===== src/rtl/tmr_pkg.sv =====
package tmr_pkg;

   // Register word addresses
   typedef enum logic [3:0] {
      RA_MODE = 4'd0,
      RA_CMD  = 4'd1,
      RA_CMPA = 4'd2,
      RA_CMPC = 4'd3,
      RA_IEN  = 4'd4,
      RA_IDIS = 4'd5,
      RA_MASK = 4'd6,
      RA_STAT = 4'd7,
      RA_CNT  = 4'd8
   } reg_addr_e;

   localparam int ADDR_W = 4;

   // Prescaler taps: divisor of tap i is 2**TAP_LOG2[i]
   localparam int NUM_TAPS = 4;
   localparam int TAP_LOG2 [NUM_TAPS] = '{1, 3, 5, 7};
   localparam int PRE_W = 7;
   localparam logic [2:0] SEL_SLOW = 3'd4;

   // Command bits
   localparam int CMD_EN   = 0;
   localparam int CMD_DIS  = 1;
   localparam int CMD_TRIG = 2;

   // Flag / status bits
   localparam int NUM_FLAGS = 3;
   localparam int FLAG_C    = 0;
   localparam int FLAG_A    = 1;
   localparam int FLAG_OVF  = 2;

   // Mode register layout: {stop_c, auto_rst, sel[2:0]}
   typedef struct packed {
      logic       stop_c;
      logic       auto_rst;
      logic [2:0] sel;
   } mode_t;

   localparam int MODE_W = $bits(mode_t);

endpackage


===== src/rtl/tmr_prescale.sv =====
module tmr_prescale
   import tmr_pkg::*;
#(
   parameter int PW = PRE_W
) (
   input  logic       clk,
   input  logic       rst_n,
   input  logic       clr,
   input  logic       slow_tick,
   input  logic [2:0] sel,
   output logic       pre_tick
);

   localparam int IDX_W = $clog2(NUM_TAPS);

   logic [PW-1:0]       pre_q;
   logic [NUM_TAPS-1:0] tap;

   always_ff @(posedge clk) begin
      if (!rst_n)   pre_q <= '0;
      else if (clr) pre_q <= '0;
      else          pre_q <= pre_q + 1'b1;
   end

   for (genvar i = 0; i < NUM_TAPS; i++) begin : g_tap
      if (TAP_LOG2[i] > PW) begin : g_bad
         $error("prescaler too narrow for tap");
      end
      assign tap[i] = &pre_q[TAP_LOG2[i]-1:0];
   end

   always_comb begin
      if (sel < 3'(NUM_TAPS))   pre_tick = tap[sel[IDX_W-1:0]];
      else if (sel == SEL_SLOW) pre_tick = slow_tick;
      else                      pre_tick = 1'b0;
   end

endmodule


===== src/rtl/tmr_core.sv =====
module tmr_core #(
   parameter int CNT_W = 16
) (
   input  logic             clk,
   input  logic             rst_n,
   input  logic             pre_tick,
   input  logic             cmd_en,
   input  logic             cmd_dis,
   input  logic             cmd_trig,
   input  logic             auto_rst,
   input  logic             stop_c,
   input  logic [CNT_W-1:0] cmp_a,
   input  logic [CNT_W-1:0] cmp_c,
   output logic [CNT_W-1:0] cnt,
   output logic             running,
   output logic             ev_c,
   output logic             ev_a,
   output logic             ev_ovf,
   output logic             wave_out
);

   logic             step;
   logic             reload;
   logic [CNT_W-1:0] nxt;

   assign step   = running && pre_tick && !cmd_trig;
   assign reload = auto_rst && (cnt == cmp_c);
   assign nxt    = reload ? '0 : cnt + 1'b1;

   assign ev_c   = step && (nxt == cmp_c);
   assign ev_a   = step && (nxt == cmp_a);
   assign ev_ovf = step && !reload && (&cnt);

   always_ff @(posedge clk) begin
      if (!rst_n)        cnt <= '0;
      else if (cmd_trig) cnt <= '0;
      else if (step)     cnt <= nxt;
   end

   // Commands outrank the stop-on-C condition; disable outranks enable
   always_ff @(posedge clk) begin
      if (!rst_n)              running <= 1'b0;
      else if (cmd_dis)        running <= 1'b0;
      else if (cmd_en)         running <= 1'b1;
      else if (ev_c && stop_c) running <= 1'b0;
   end

   always_ff @(posedge clk) begin
      if (!rst_n)    wave_out <= 1'b0;
      else if (ev_c) wave_out <= 1'b0;
      else if (ev_a) wave_out <= 1'b1;
   end

endmodule


===== src/rtl/tmr_regs.sv =====
module tmr_regs
   import tmr_pkg::*;
#(
   parameter int CNT_W  = 16,
   parameter int DATA_W = 32
) (
   input  logic                 clk,
   input  logic                 rst_n,
   input  logic [ADDR_W-1:0]    bus_addr,
   input  logic                 bus_wr,
   input  logic [DATA_W-1:0]    bus_wdata,
   input  logic                 bus_rd,
   output logic [DATA_W-1:0]    bus_rdata,
   input  logic [CNT_W-1:0]     cnt,
   input  logic                 running,
   input  logic                 ev_c,
   input  logic                 ev_a,
   input  logic                 ev_ovf,
   output mode_t                mode,
   output logic [CNT_W-1:0]     cmp_a,
   output logic [CNT_W-1:0]     cmp_c,
   output logic                 cmd_en,
   output logic                 cmd_dis,
   output logic                 cmd_trig,
   output logic [NUM_FLAGS-1:0] flags,
   output logic [NUM_FLAGS-1:0] mask,
   output logic                 st_clr
);

   logic wr_mode, wr_cmd, wr_cmpa, wr_cmpc, wr_ien, wr_idis;
   logic [NUM_FLAGS-1:0] ev_vec;

   assign wr_mode = bus_wr && (bus_addr == RA_MODE);
   assign wr_cmd  = bus_wr && (bus_addr == RA_CMD);
   assign wr_cmpa = bus_wr && (bus_addr == RA_CMPA);
   assign wr_cmpc = bus_wr && (bus_addr == RA_CMPC);
   assign wr_ien  = bus_wr && (bus_addr == RA_IEN);
   assign wr_idis = bus_wr && (bus_addr == RA_IDIS);
   assign st_clr  = bus_rd && (bus_addr == RA_STAT);

   assign cmd_en   = wr_cmd && bus_wdata[CMD_EN];
   assign cmd_dis  = wr_cmd && bus_wdata[CMD_DIS];
   assign cmd_trig = wr_cmd && bus_wdata[CMD_TRIG];

   always_comb begin
      ev_vec           = '0;
      ev_vec[FLAG_C]   = ev_c;
      ev_vec[FLAG_A]   = ev_a;
      ev_vec[FLAG_OVF] = ev_ovf;
   end

   if (DATA_W > CNT_W) begin : g_wide_bus
      logic unused_wdata_hi;
      assign unused_wdata_hi = ^bus_wdata[DATA_W-1:CNT_W];
   end

   always_ff @(posedge clk) begin
      if (!rst_n) begin
         mode  <= '0;
         cmp_a <= '0;
         cmp_c <= '0;
         mask  <= '0;
      end else begin
         if (wr_mode) mode  <= mode_t'(bus_wdata[MODE_W-1:0]);
         if (wr_cmpa) cmp_a <= bus_wdata[CNT_W-1:0];
         if (wr_cmpc) cmp_c <= bus_wdata[CNT_W-1:0];
         if (wr_ien)       mask <= mask | bus_wdata[NUM_FLAGS-1:0];
         else if (wr_idis) mask <= mask & ~bus_wdata[NUM_FLAGS-1:0];
      end
   end

   // A new event in the clearing cycle survives the clear
   always_ff @(posedge clk) begin
      if (!rst_n) flags <= '0;
      else        flags <= (st_clr ? '0 : flags) | ev_vec;
   end

   always_ff @(posedge clk) begin
      if (!rst_n) begin
         bus_rdata <= '0;
      end else if (bus_rd) begin
         case (bus_addr)
            RA_MODE: bus_rdata <= DATA_W'(mode);
            RA_CMPA: bus_rdata <= DATA_W'(cmp_a);
            RA_CMPC: bus_rdata <= DATA_W'(cmp_c);
            RA_MASK: bus_rdata <= DATA_W'(mask);
            RA_STAT: bus_rdata <= DATA_W'({running, flags});
            RA_CNT:  bus_rdata <= DATA_W'(cnt);
            default: bus_rdata <= '0;
         endcase
      end
   end

endmodule


===== src/rtl/tmr_channel.sv =====
module tmr_channel
   import tmr_pkg::*;
#(
   parameter int CNT_W  = 16,
   parameter int DATA_W = 32
) (
   input  logic              clk,
   input  logic              rst_n,
   input  logic              slow_tick,
   input  logic [3:0]        bus_addr,
   input  logic              bus_wr,
   input  logic [DATA_W-1:0] bus_wdata,
   input  logic              bus_rd,
   output logic [DATA_W-1:0] bus_rdata,
   output logic              wave_out,
   output logic              irq
);

   if (!(CNT_W == 16 || CNT_W == 32)) begin : g_bad_width
      $error("CNT_W must be 16 or 32");
   end
   if (DATA_W < CNT_W || DATA_W < 8) begin : g_bad_bus
      $error("DATA_W too narrow for the counter");
   end

   mode_t                mode;
   logic [CNT_W-1:0]     cmp_a, cmp_c, cnt;
   logic                 cmd_en, cmd_dis, cmd_trig;
   logic                 running, pre_tick;
   logic                 ev_c, ev_a, ev_ovf;
   logic [NUM_FLAGS-1:0] flags, mask;
   logic                 st_clr;

   tmr_prescale #(.PW(PRE_W)) u_pre (
      .clk       (clk),
      .rst_n     (rst_n),
      .clr       (cmd_trig),
      .slow_tick (slow_tick),
      .sel       (mode.sel),
      .pre_tick  (pre_tick)
   );

   tmr_core #(.CNT_W(CNT_W)) u_core (
      .clk      (clk),
      .rst_n    (rst_n),
      .pre_tick (pre_tick),
      .cmd_en   (cmd_en),
      .cmd_dis  (cmd_dis),
      .cmd_trig (cmd_trig),
      .auto_rst (mode.auto_rst),
      .stop_c   (mode.stop_c),
      .cmp_a    (cmp_a),
      .cmp_c    (cmp_c),
      .cnt      (cnt),
      .running  (running),
      .ev_c     (ev_c),
      .ev_a     (ev_a),
      .ev_ovf   (ev_ovf),
      .wave_out (wave_out)
   );

   tmr_regs #(.CNT_W(CNT_W), .DATA_W(DATA_W)) u_regs (
      .clk       (clk),
      .rst_n     (rst_n),
      .bus_addr  (bus_addr),
      .bus_wr    (bus_wr),
      .bus_wdata (bus_wdata),
      .bus_rd    (bus_rd),
      .bus_rdata (bus_rdata),
      .cnt       (cnt),
      .running   (running),
      .ev_c      (ev_c),
      .ev_a      (ev_a),
      .ev_ovf    (ev_ovf),
      .mode      (mode),
      .cmp_a     (cmp_a),
      .cmp_c     (cmp_c),
      .cmd_en    (cmd_en),
      .cmd_dis   (cmd_dis),
      .cmd_trig  (cmd_trig),
      .flags     (flags),
      .mask      (mask),
      .st_clr    (st_clr)
   );

   assign irq = |(flags & mask);

endmodule


===== config.mk =====
export PLATFORM = sky130hd
export DESIGN_NAME = tmr_channel
export DESIGN_NICKNAME = d
export VERILOG_FILES = /design/src/rtl/tmr_pkg.sv /design/src/rtl/tmr_prescale.sv /design/src/rtl/tmr_core.sv /design/src/rtl/tmr_regs.sv /design/src/rtl/tmr_channel.sv
export SDC_FILE = /design/constraint.sdc
export NUM_CORES = 1
export LEC_CHECK = 0
export CORE_MARGIN = 5
export CORE_UTILIZATION = 41
export CTS_CLUSTER_SIZE = 12
export DETAILED_ROUTE_END_ITERATION = 10
export PLACE_DENSITY = 0.61
export RECOVER_POWER = 50
export SETUP_SLACK_MARGIN = 0.5
export SLEW_MARGIN = 20
export SYNTH_ARGS = -nofsm -noshare
export SYNTH_HDL_FRONTEND = slang
export SYNTH_SLANG_ARGS = --single-unit

===== constraint.sdc =====
create_clock -name clk -period 5.8 [get_ports clk]
set_input_delay 0.58 -clock clk [delete_from_list [all_inputs] [get_ports clk]]
set_output_delay 0.58 -clock clk [all_outputs]
set_load 0.01 [all_outputs]

==> results.cfg, run 1 <==
[outcome]
outcome = completed

[clock_tree]
tritoncts = done
cts_sinks = 84
clk_latency_ns = 0.35
numCtsBuffers = 9
postCtsSetupBuffers = 0
cts_hold_buf = 0
cts_buffer_depth = 2
clkTransAtPathRegs_ns = 0.06
htree_levels = 3
cts_root_buf = clkbuf_16
post_cts_resized = 0

[global_route]
grt_max_degree = 59
use_met3_pct = 4.10
globalRoute.busiestLayer = met2
grt_pass1_wl_mm = 23.9
gr-total-overflow = 0
gr-usage-all-layers_pct = 21.2
grt_antenna_before_repair = 0
grt_pass1_vias = 4396
use_met1_pct = 29.0
grt_use_met2_pct = 33.4

[place]
portBuffers = 42
hpwl_mm = 11.1
gp_congestion = 0.997
place_ws_ns = 2.41

[route]
dr.first_iter.drc_count = 403
drc_errors = 0
ant_nets = 0
detail_route.wl_per_cell_um = 19.4
drtPass1Iterations = 6
num_vias = 4692
via_per_inst = 6.00
wirelength_mm = 15.1

[sta]
tightest_slew_ns = 1.07
min_period_ns = 3.40
fin_ws_ns = 2.40
relSlewSlack_pct = 28.7
setup_violations = 0
fmax_mhz = 294
fin_setup_tns_ns = 0
hold_viol = 0
slew_violations = 0
finClkSkew_ns = 0.00536
rsz0062_at_grt = no
period_share_pct = 58.6
hold_ws_ns = 0.482

[finish]
fin_nets = 677
final_cell_mix = 91 x nand2_1, 84 x dfxtp_1, 74 x a21oi_1, 68 x nor2_1, 30 x xnor2_1
fin_util_pct = 46.8
final_common_cell = nand2_1
drive_above_1_share_pct = 6.30
antenna_cells = 0
area_growth_pct = 12.7

[worst_setup_path]
cpMaxStageDelayCell = dlygate4sd3_1
path_cells = dlygate4sd3_1 -> nand2b_1 -> nor4b_1 -> nand2_1 -> nand4b_1 -> buf_4 -> nor2_1 -> a32oi_1 -> nor2_1
worstPathRequired_ns = 6.01
cp_max_fo = 25
ff2ff_setup_slack_ns = 2.51
end_kind = flop
critPathLaunchType = input port
arrival_ns = 3.61
worst_path_most_repeated_cell = nor2_1
rr_worst_depth = 9
worstSetupPathType = in2reg
max_stage_delay_ns = 0.83

[synthesis]
async_flop_share_pct = 0
synth_edf_count = 0
synth-seq-area-share_pct = 33.8
ys.flop_type = dfxtp_1
yosysWarnings = 0
synthDistinctLibCells = 78
syn_area_per_cell_um2 = 7.99
syn-cell-area_um2 = 4970
synth_cells = 622
ys_ff_latch = 84

[floorplan]
ios = 75
rows = 40
die_h_um = 120
die_area_um2 = 14400
start_util_pct = 41.6
die-width_um = 120
core_area_um2 = 12000

[power_and_ir_drop]
p_leak_nw = 2.00
vdd_drop_max_v = 0.000250
powerDensity_nw_per_um2 = 219

[min_path]
hold_depth = 2
hp-class = reg2reg

[job]
drv_cap = 0
## per-layer routing
metal / up-vias / routed length, um
li1: 2216 / -
met1: 2264 / 6870
met2: 192 / 6870
met3: 20 / 1120
met4: 0 / 277
met5: - / 0
## cell usage after synthesis (9+ instances only)
| cell type | instances | share of area [%] |
|---|---|---|
| o21ai_0 | 12 | 1.2 |
| o22ai_1 | 9 | 1.1 |
| clkbuf_1 | 25 | 1.9 |
| nand3b_1 | 9 | 1.4 |
| nor3_1 | 11 | 1.1 |
| nand4_1 | 12 | 1.5 |
| buf_4 | 18 | 2.7 |
| nor2_1 | 68 | 5.1 |
| inv_1 | 11 | 0.83 |
| buf_2 | 11 | 1.1 |
| mux2i_1 | 14 | 2.8 |
| nand2_1 | 91 | 6.9 |
| xnor2_1 | 30 | 5.3 |
| a21oi_1 | 74 | 7.4 |
| dfxtp_1 | 84 | 34 |
| a222oi_1 | 14 | 2.8 |
| and3_1 | 10 | 1.3 |
## cells by family (layout without fill, tap and decap cells)
family,Yosys count,count (layout),share of synthesized area (%)
mux,15,15,3.04
xor+xnor,41,41,8.08
fa+ha+maj,4,4,1.01
buf+inv,72,70,7.60
compound gates,154,154,20.6
other cells,1,16,0.0754
simple gates,251,251,25.7
flops,84,84,33.8
## final timing paths
kind,endpoint,start
hold / removal,u_regs.bus_rdata[4],u_regs.bus_rdata[4]
hold reg to reg,u_regs.bus_rdata[4],u_regs.bus_rdata[4]
setup / recovery,u_regs.flags[2],bus_addr[0]
setup reg to reg,u_core.running,u_core.cnt[0]
## final cells by class
| cell class | count | area, um2 |
|---|---|---|
| fillers | 1206 | 6360 |
| multi-input cells | 481 | 2970 |
| flip-flops and latches | 84 | 1680 |
| repair buffers | 45 | 443 |
| clock buffers | 9 | 225 |
| well taps | 147 | 184 |
| clock inverters | 5 | 55.1 |
| inverters | 11 | 41.3 |
## flip-flops by register name, summed over array words and instances (netlist names), 3 cells and up, named ones only
register and count:
u_core.cnt 16, u_regs.bus_rdata 16, u_regs.cmp_a 16, u_regs.cmp_c 16, u_pre.pre_q 7, u_regs.mode 5, u_regs.flags 3
## where the power goes
| group | internal (mW) | leakage (nW) | switching [mW] |
|---|---|---|---|
| clock | 0.327 | 0.133 | 0.226 |
| sequential | 0.583 | 0.678 | 0.00803 |
| combinational | 0.0312 | 1.19 | 0.0497 |
## per-stage QoR
step / cell area [um2] / total power [mW] / std cells
2_1_floorplan: 5030 / 0.655 / 637
3_3_place_gp: 5320 / 0.682 / 768
3_5_place_dp: 5330 / 0.684 / 768
4_1_cts: 5610 / 1.24 / 782
5_1_grt: 5600 / 1.27 / 782
6_report: 5600 / 1.22 / 782
## critical path: cells and delay by family
kind / cells / cell delay [ns]
buf+inv: 2 / 1.12
compound gates: 1 / 0.31
simple gates: 6 / 1.58
(Power assumes the default switching activity.)
==> inputs of run 2 (changes only) <==
==> constraint.sdc (replaced) <==
create_clock -name clk -period 3.4 [get_ports clk]
set_input_delay 0.34 -clock clk [delete_from_list [all_inputs] [get_ports clk]]
set_output_delay 0.34 -clock clk [all_outputs]
set_load 0.01 [all_outputs]
==> run 2 against run 1 <==
  * Clock skew up 0.0059 ns
  * Register-to-register slack worse by 1.8 ns
  * Critical path type unchanged
  * Largest power group unchanged
  * Wire length up 3.2%
  * Via count down 0.47%
  * Sequential share of layout area down 0.71 points
  * Non-clock buffer count up 14
==> results.cfg, run 2 (synthesis results as in run 1) <==
[outcome]
outcome = completed

[sta]
setup_violations = 0
fin_ws_ns = 0.520
period_share_pct = 84.7
tightest_slew_ns = 0.981
fmax_mhz = 347
fin_setup_tns_ns = 0
min_period_ns = 2.88
slew_violations = 0
finClkSkew_ns = 0.0113
relSlewSlack_pct = 34.6
rsz0062_at_grt = no
hold_viol = 0

[finish]
area_growth_pct = 15.7
final_area_um2 = 5750
final_cell_mix = 91 x nand2_1, 81 x dfxtp_1, 74 x a21oi_1, 68 x nor2_1, 30 x xnor2_1
fin_util_pct = 48.1
antenna_cells = 0
multi_input_area_um2 = 3000
final_common_cell = nand2_1
drive_above_1_share_pct = 9.06
seq_area_um2 = 1690
n_fill_cell = 1178
fin_nets = 691

[clock_tree]
tritoncts = done
htree_levels = 3
post_cts_resized = 1
cts_sinks = 84
clk_latency_ns = 0.35
postCtsSetupBuffers = 0
cts_root_buf = clkbuf_16
cts_hold_buf = 0
cts_buffer_depth = 2
numCtsBuffers = 9
clkTransAtPathRegs_ns = 0.06

[worst_setup_path]
end_kind = flop
rr_worst_depth = 8
worstPathRequired_ns = 3.61
arrival_ns = 3.09
cp_max_fo = 16
worstSetupPathType = in2reg
critPathLaunchType = input port

[place]
portBuffers = 42
gp_congestion = 0.910
dpl_cell_area_um2 = 5430
hpwl_mm = 11.8
place_ws_ns = 0.492

[route]
detail_route.wl_per_cell_um = 19.6
num_vias = 4670
via_per_inst = 5.85
drtPass1Iterations = 7
dr.first_iter.drc_count = 396
wirelength_mm = 15.6
drc_errors = 0
ant_nets = 0

[floorplan]
core_area_um2 = 12000
start_util_pct = 41.6
die_area_um2 = 14400
rows = 40
ios = 75
die-width_um = 120
die_h_um = 120

[global_route]
globalRoute.busiestLayer = met2
use_met3_pct = 5.51
grt_use_met2_pct = 33.9
grt_pass1_vias = 4485
grt_max_degree = 59
use_met1_pct = 30.9
gr-total-overflow = 0
gr-usage-all-layers_pct = 22.2
grt_pass1_wl_mm = 25.0
grt_antenna_before_repair = 0

[job]
drv_cap = 0

[min_path]
hp-class = reg2reg
hold_depth = 1

[power_and_ir_drop]
p_leak_nw = 2.08
vdd_drop_max_v = 0.000409
finalPower_mw = 2.15
powerDensity_nw_per_um2 = 375
[run 2: changes by cell type in the layout (fill, tap and decap cells not counted), moves of 2 or more]
cell | before | now
dfxtp_2 | 0 | 3
clkbuf_1 | 0 | 2
dfxtp_1 | 84 | 81
inv_6 | 0 | 2
buf_4 | 3 | 15
[run 2: per-stage QoR]
stage	cells	hold WS (ns)
4_1_cts	798	0.475
5_1_grt	798	0.490
2_1_floorplan	637	0.426
6_report	798	0.470
3_5_place_dp	782	0.465
3_3_place_gp	782	0.458
[run 2: cell type report]
type,instances,share of cell area [%]
clock buffers,9,3.92
clock inverters,7,1.28
inverters,11,0.718
multi-input cells,481,52.2
flip-flops and latches,84,29.3
well taps,147,3.20
repair buffers,59,9.40
[run 2: per-layer routing]
layer  wire, um  up-vias  share of wire (%)
met5          0        -                  0
met4        306        0                2.0
met3       1070       24                6.8
met2       7100      178                 45
met1       7150     2222                 46
li1           -     2246                  -
[run 2: report_power, final]
group,internal (mW),switching (mW),leakage [nW]
Combinational,0.0557,0.0854,1.26
Clock,0.573,0.433,0.146
Sequential,0.993,0.0131,0.679
Total,1.62,0.532,2.08
[run 2: worst max-delay path, cell delays in order]
cell and delay, ns:
dlygate4sd3_1 0.55, clkbuf_1 0.27, nor3_1 0.42, and2_0 0.18
clkbuf_1 0.49, nand2_1 0.56, nand2_1 0.20, a21oi_1 0.08
[run 2: path summary, 6_finish.rpt]
check,from,endpoint,slack [ns]
hold / removal,u_pre.pre_q[0],u_pre.pre_q[0],0.47
setup / recovery,bus_addr[0],u_regs.cmp_a[2],0.52
hold reg to reg,u_pre.pre_q[0],u_pre.pre_q[0],0.47
setup reg to reg,u_core.cnt[12],u_core.wave_out,0.66
==> inputs of run 3 (changes only) <==
--- a/config.mk
+++ b/config.mk
@@ -9,7 +9,7 @@
 export CORE_UTILIZATION = 41
 export CTS_CLUSTER_SIZE = 12
 export DETAILED_ROUTE_END_ITERATION = 10
-export PLACE_DENSITY = 0.61
+export PLACE_DENSITY = 0.64
 export RECOVER_POWER = 50
 export SETUP_SLACK_MARGIN = 0.5
 export SLEW_MARGIN = 20
==> constraint.sdc (replaced) <==
create_clock -name clk -period 2.35 [get_ports clk]
set_input_delay 0.235 -clock clk [delete_from_list [all_inputs] [get_ports clk]]
set_output_delay 0.235 -clock clk [all_outputs]
set_load 0.01 [all_outputs]
==> run 3 against run 2 <==
  * The run now ends with negative setup slack left
  * Sequential share of layout area shrank 5.1 points
  * Clock-buffer cell count up 1
  * Non-clock buffer count is 107 higher
  * Die area did not move
==> results.cfg, run 3 (synthesis results as in run 1) <==
[route]
drtPass1Iterations = 5
wirelength_mm = 18.3
ant_nets = 0
detail_route.wl_per_cell_um = 20.3
dr.first_iter.drc_count = 577
num_vias = 5223
drc_errors = 0
via_per_inst = 5.77

[worst_setup_path]
critPathBufInv = 0
cp_max_fo = 4
arrival_ns = 2.70
ff2ff_setup_slack_ns = -0.05
cpMaxStageDelayCell = or4_1
worstSetupPathType = reg2reg
worstPathRequired_ns = 2.65
path_cells = ha_4 -> and3_4 -> xnor2_4 -> a2bb2oi_2 -> o221ai_2 -> or4_1 -> o21ai_2 -> o2111a_1 -> o211a_1
critPathLaunchType = flop
critPathLaunch = u_core.cnt[0]
end_kind = flop
crit_family = compound AO/OA/AOI/OAI gates
max_stage_delay_ns = 0.55
worstReg2RegStart = u_core.cnt[0]

[floorplan]
ios = 75
core_area_um2 = 12000
rows = 40
start_util_pct = 41.6
die_h_um = 120
die_area_um2 = 14400
die-width_um = 120

[global_route]
grt_use_met2_pct = 37.4
grt_pass1_wl_mm = 27.5
gr-usage-all-layers_pct = 24.8
grt_antenna_before_repair = 0
globalRoute.busiestLayer = met2
grt_max_degree = 37
use_met1_pct = 34.1
use_met3_pct = 6.55
gr-total-overflow = 0
grt_pass1_vias = 4880

[sta]
rsz0062_at_grt = yes
finClkSkew_ns = 0.00837
min_period_ns = 2.40
hold_viol = 0
period_share_pct = 102
setup_violations = 3
fmax_mhz = 416
slew_violations = 0
relSlewSlack_pct = 56.1
fin_ws_ns = -0.0516
hold_ws_ns = 0.389
tightest_slew_ns = 0.657

[place]
dp_cells = 877
portBuffers = 42
gp_congestion = 1.07
hpwl_mm = 13.6
dpl_cell_area_um2 = 6230

[finish]
final_cell_mix = 98 x buf_4, 87 x nand2_1, 66 x a21oi_1, 65 x dfxtp_1, 62 x nor2_1
final_area_um2 = 7160
fin_nets = 798
fin_util_pct = 59.8
n_fill_cell = 1034
final_common_cell = buf_4
final_cells = 905
drive_above_1_share_pct = 30.9
antenna_cells = 0
area_growth_pct = 43.9

[clock_tree]
cts_root_buf = clkbuf_16
cts_hold_buf = 0
clkTransAtPathRegs_ns = 0.07
tritoncts = done
clk_latency_ns = 0.36
htree_levels = 3
numCtsBuffers = 9
cts_sinks = 84
cts_buffer_depth = 2

[power_and_ir_drop]
vdd_drop_max_v = 0.000348
powerDensity_nw_per_um2 = 445
p_leak_nw = 2.78
finalPower_mw = 3.18

[min_path]
hp-class = in2reg
worstHoldStart = bus_addr[0]

[job]
drv_cap = 0

[outcome]
violations = negative setup slack
outcome = finished with violations
-- run 3: cell types whose count changed in the layout (fill, tap and decap cells not counted), moves of 11 or more --
cell     before  now
buf_6         0   11
xnor2_1      30   15
dfxtp_1      81   65
dfxtp_4       0   11
xnor2_2       0   11
buf_4        15   98
-- run 3: layout make-up --
| type | instances | area, um2 | share of cell area, % |
|---|---|---|---|
| sequential | 84 | 1730 | 24.2 |
| clock buffer | 10 | 229 | 3.20 |
| tap | 147 | 184 | 2.57 |
| clock inverter | 6 | 71.3 | 0.997 |
| timing repair buffer | 166 | 1460 | 20.4 |
| multi-input combinational | 481 | 3440 | 48.0 |
| inverter | 11 | 41.3 | 0.577 |
-- run 3: stage by stage --
| stage | setup WS [ns] | TNS, ns |
|---|---|---|
| after CTS | -0.00165 | -0.00165 |
| after global placement | -0.240 | -1.12 |
| after detailed placement | -0.260 | -1.55 |
| after global routing | -0.116 | -0.450 |
| after floorplan | 0.122 | 0 |
| final | -0.0516 | -0.113 |
-- run 3: metal layers --
| layer | share of wire, % | routed length (um) | vias up |
|---|---|---|---|
| li1 | - | - | 2469 |
| met1 | 43 | 7890 | 2497 |
| met2 | 45 | 8330 | 227 |
| met3 | 8.8 | 1620 | 30 |
| met4 | 2.7 | 487 | 0 |
| met5 | 0 | 0 | - |
-- run 3: final timing paths --
check	endpoint	cells after the start
setup / recovery	u_core.wave_out	9
hold / removal	flop	4
hold reg to reg	u_regs.bus_rdata[10]	2
setup reg to reg	u_core.wave_out	9
-- run 3: timing repair --
| action | CTS | global route |
|---|---|---|
| pin swaps | 11 | 32 |
| cloned | 0 | 1 |
| gates resized for setup | 52 | 85 |
| setup endpoints to repair | 55 | 32 |
| buffers inserted | 4 | 7 |
-- run 3: worst reg2reg max path, cell delays in order (launching register included) --
cell	delay (ns)
dfxtp_4	0.36
ha_4	0.17
and3_4	0.19
xnor2_4	0.26
a2bb2oi_2	0.23
o221ai_2	0.13
or4_1	0.55
o21ai_2	0.08
o2111a_1	0.23
o211a_1	0.14
-- run 3: report_power, final --
group | switching (mW) | total, mW | internal [mW] | leakage [nW]
Sequential | 0.0187 | 1.44 | 1.43 | 0.690
Combinational | 0.149 | 0.266 | 0.117 | 1.95
Clock | 0.639 | 1.47 | 0.836 | 0.140
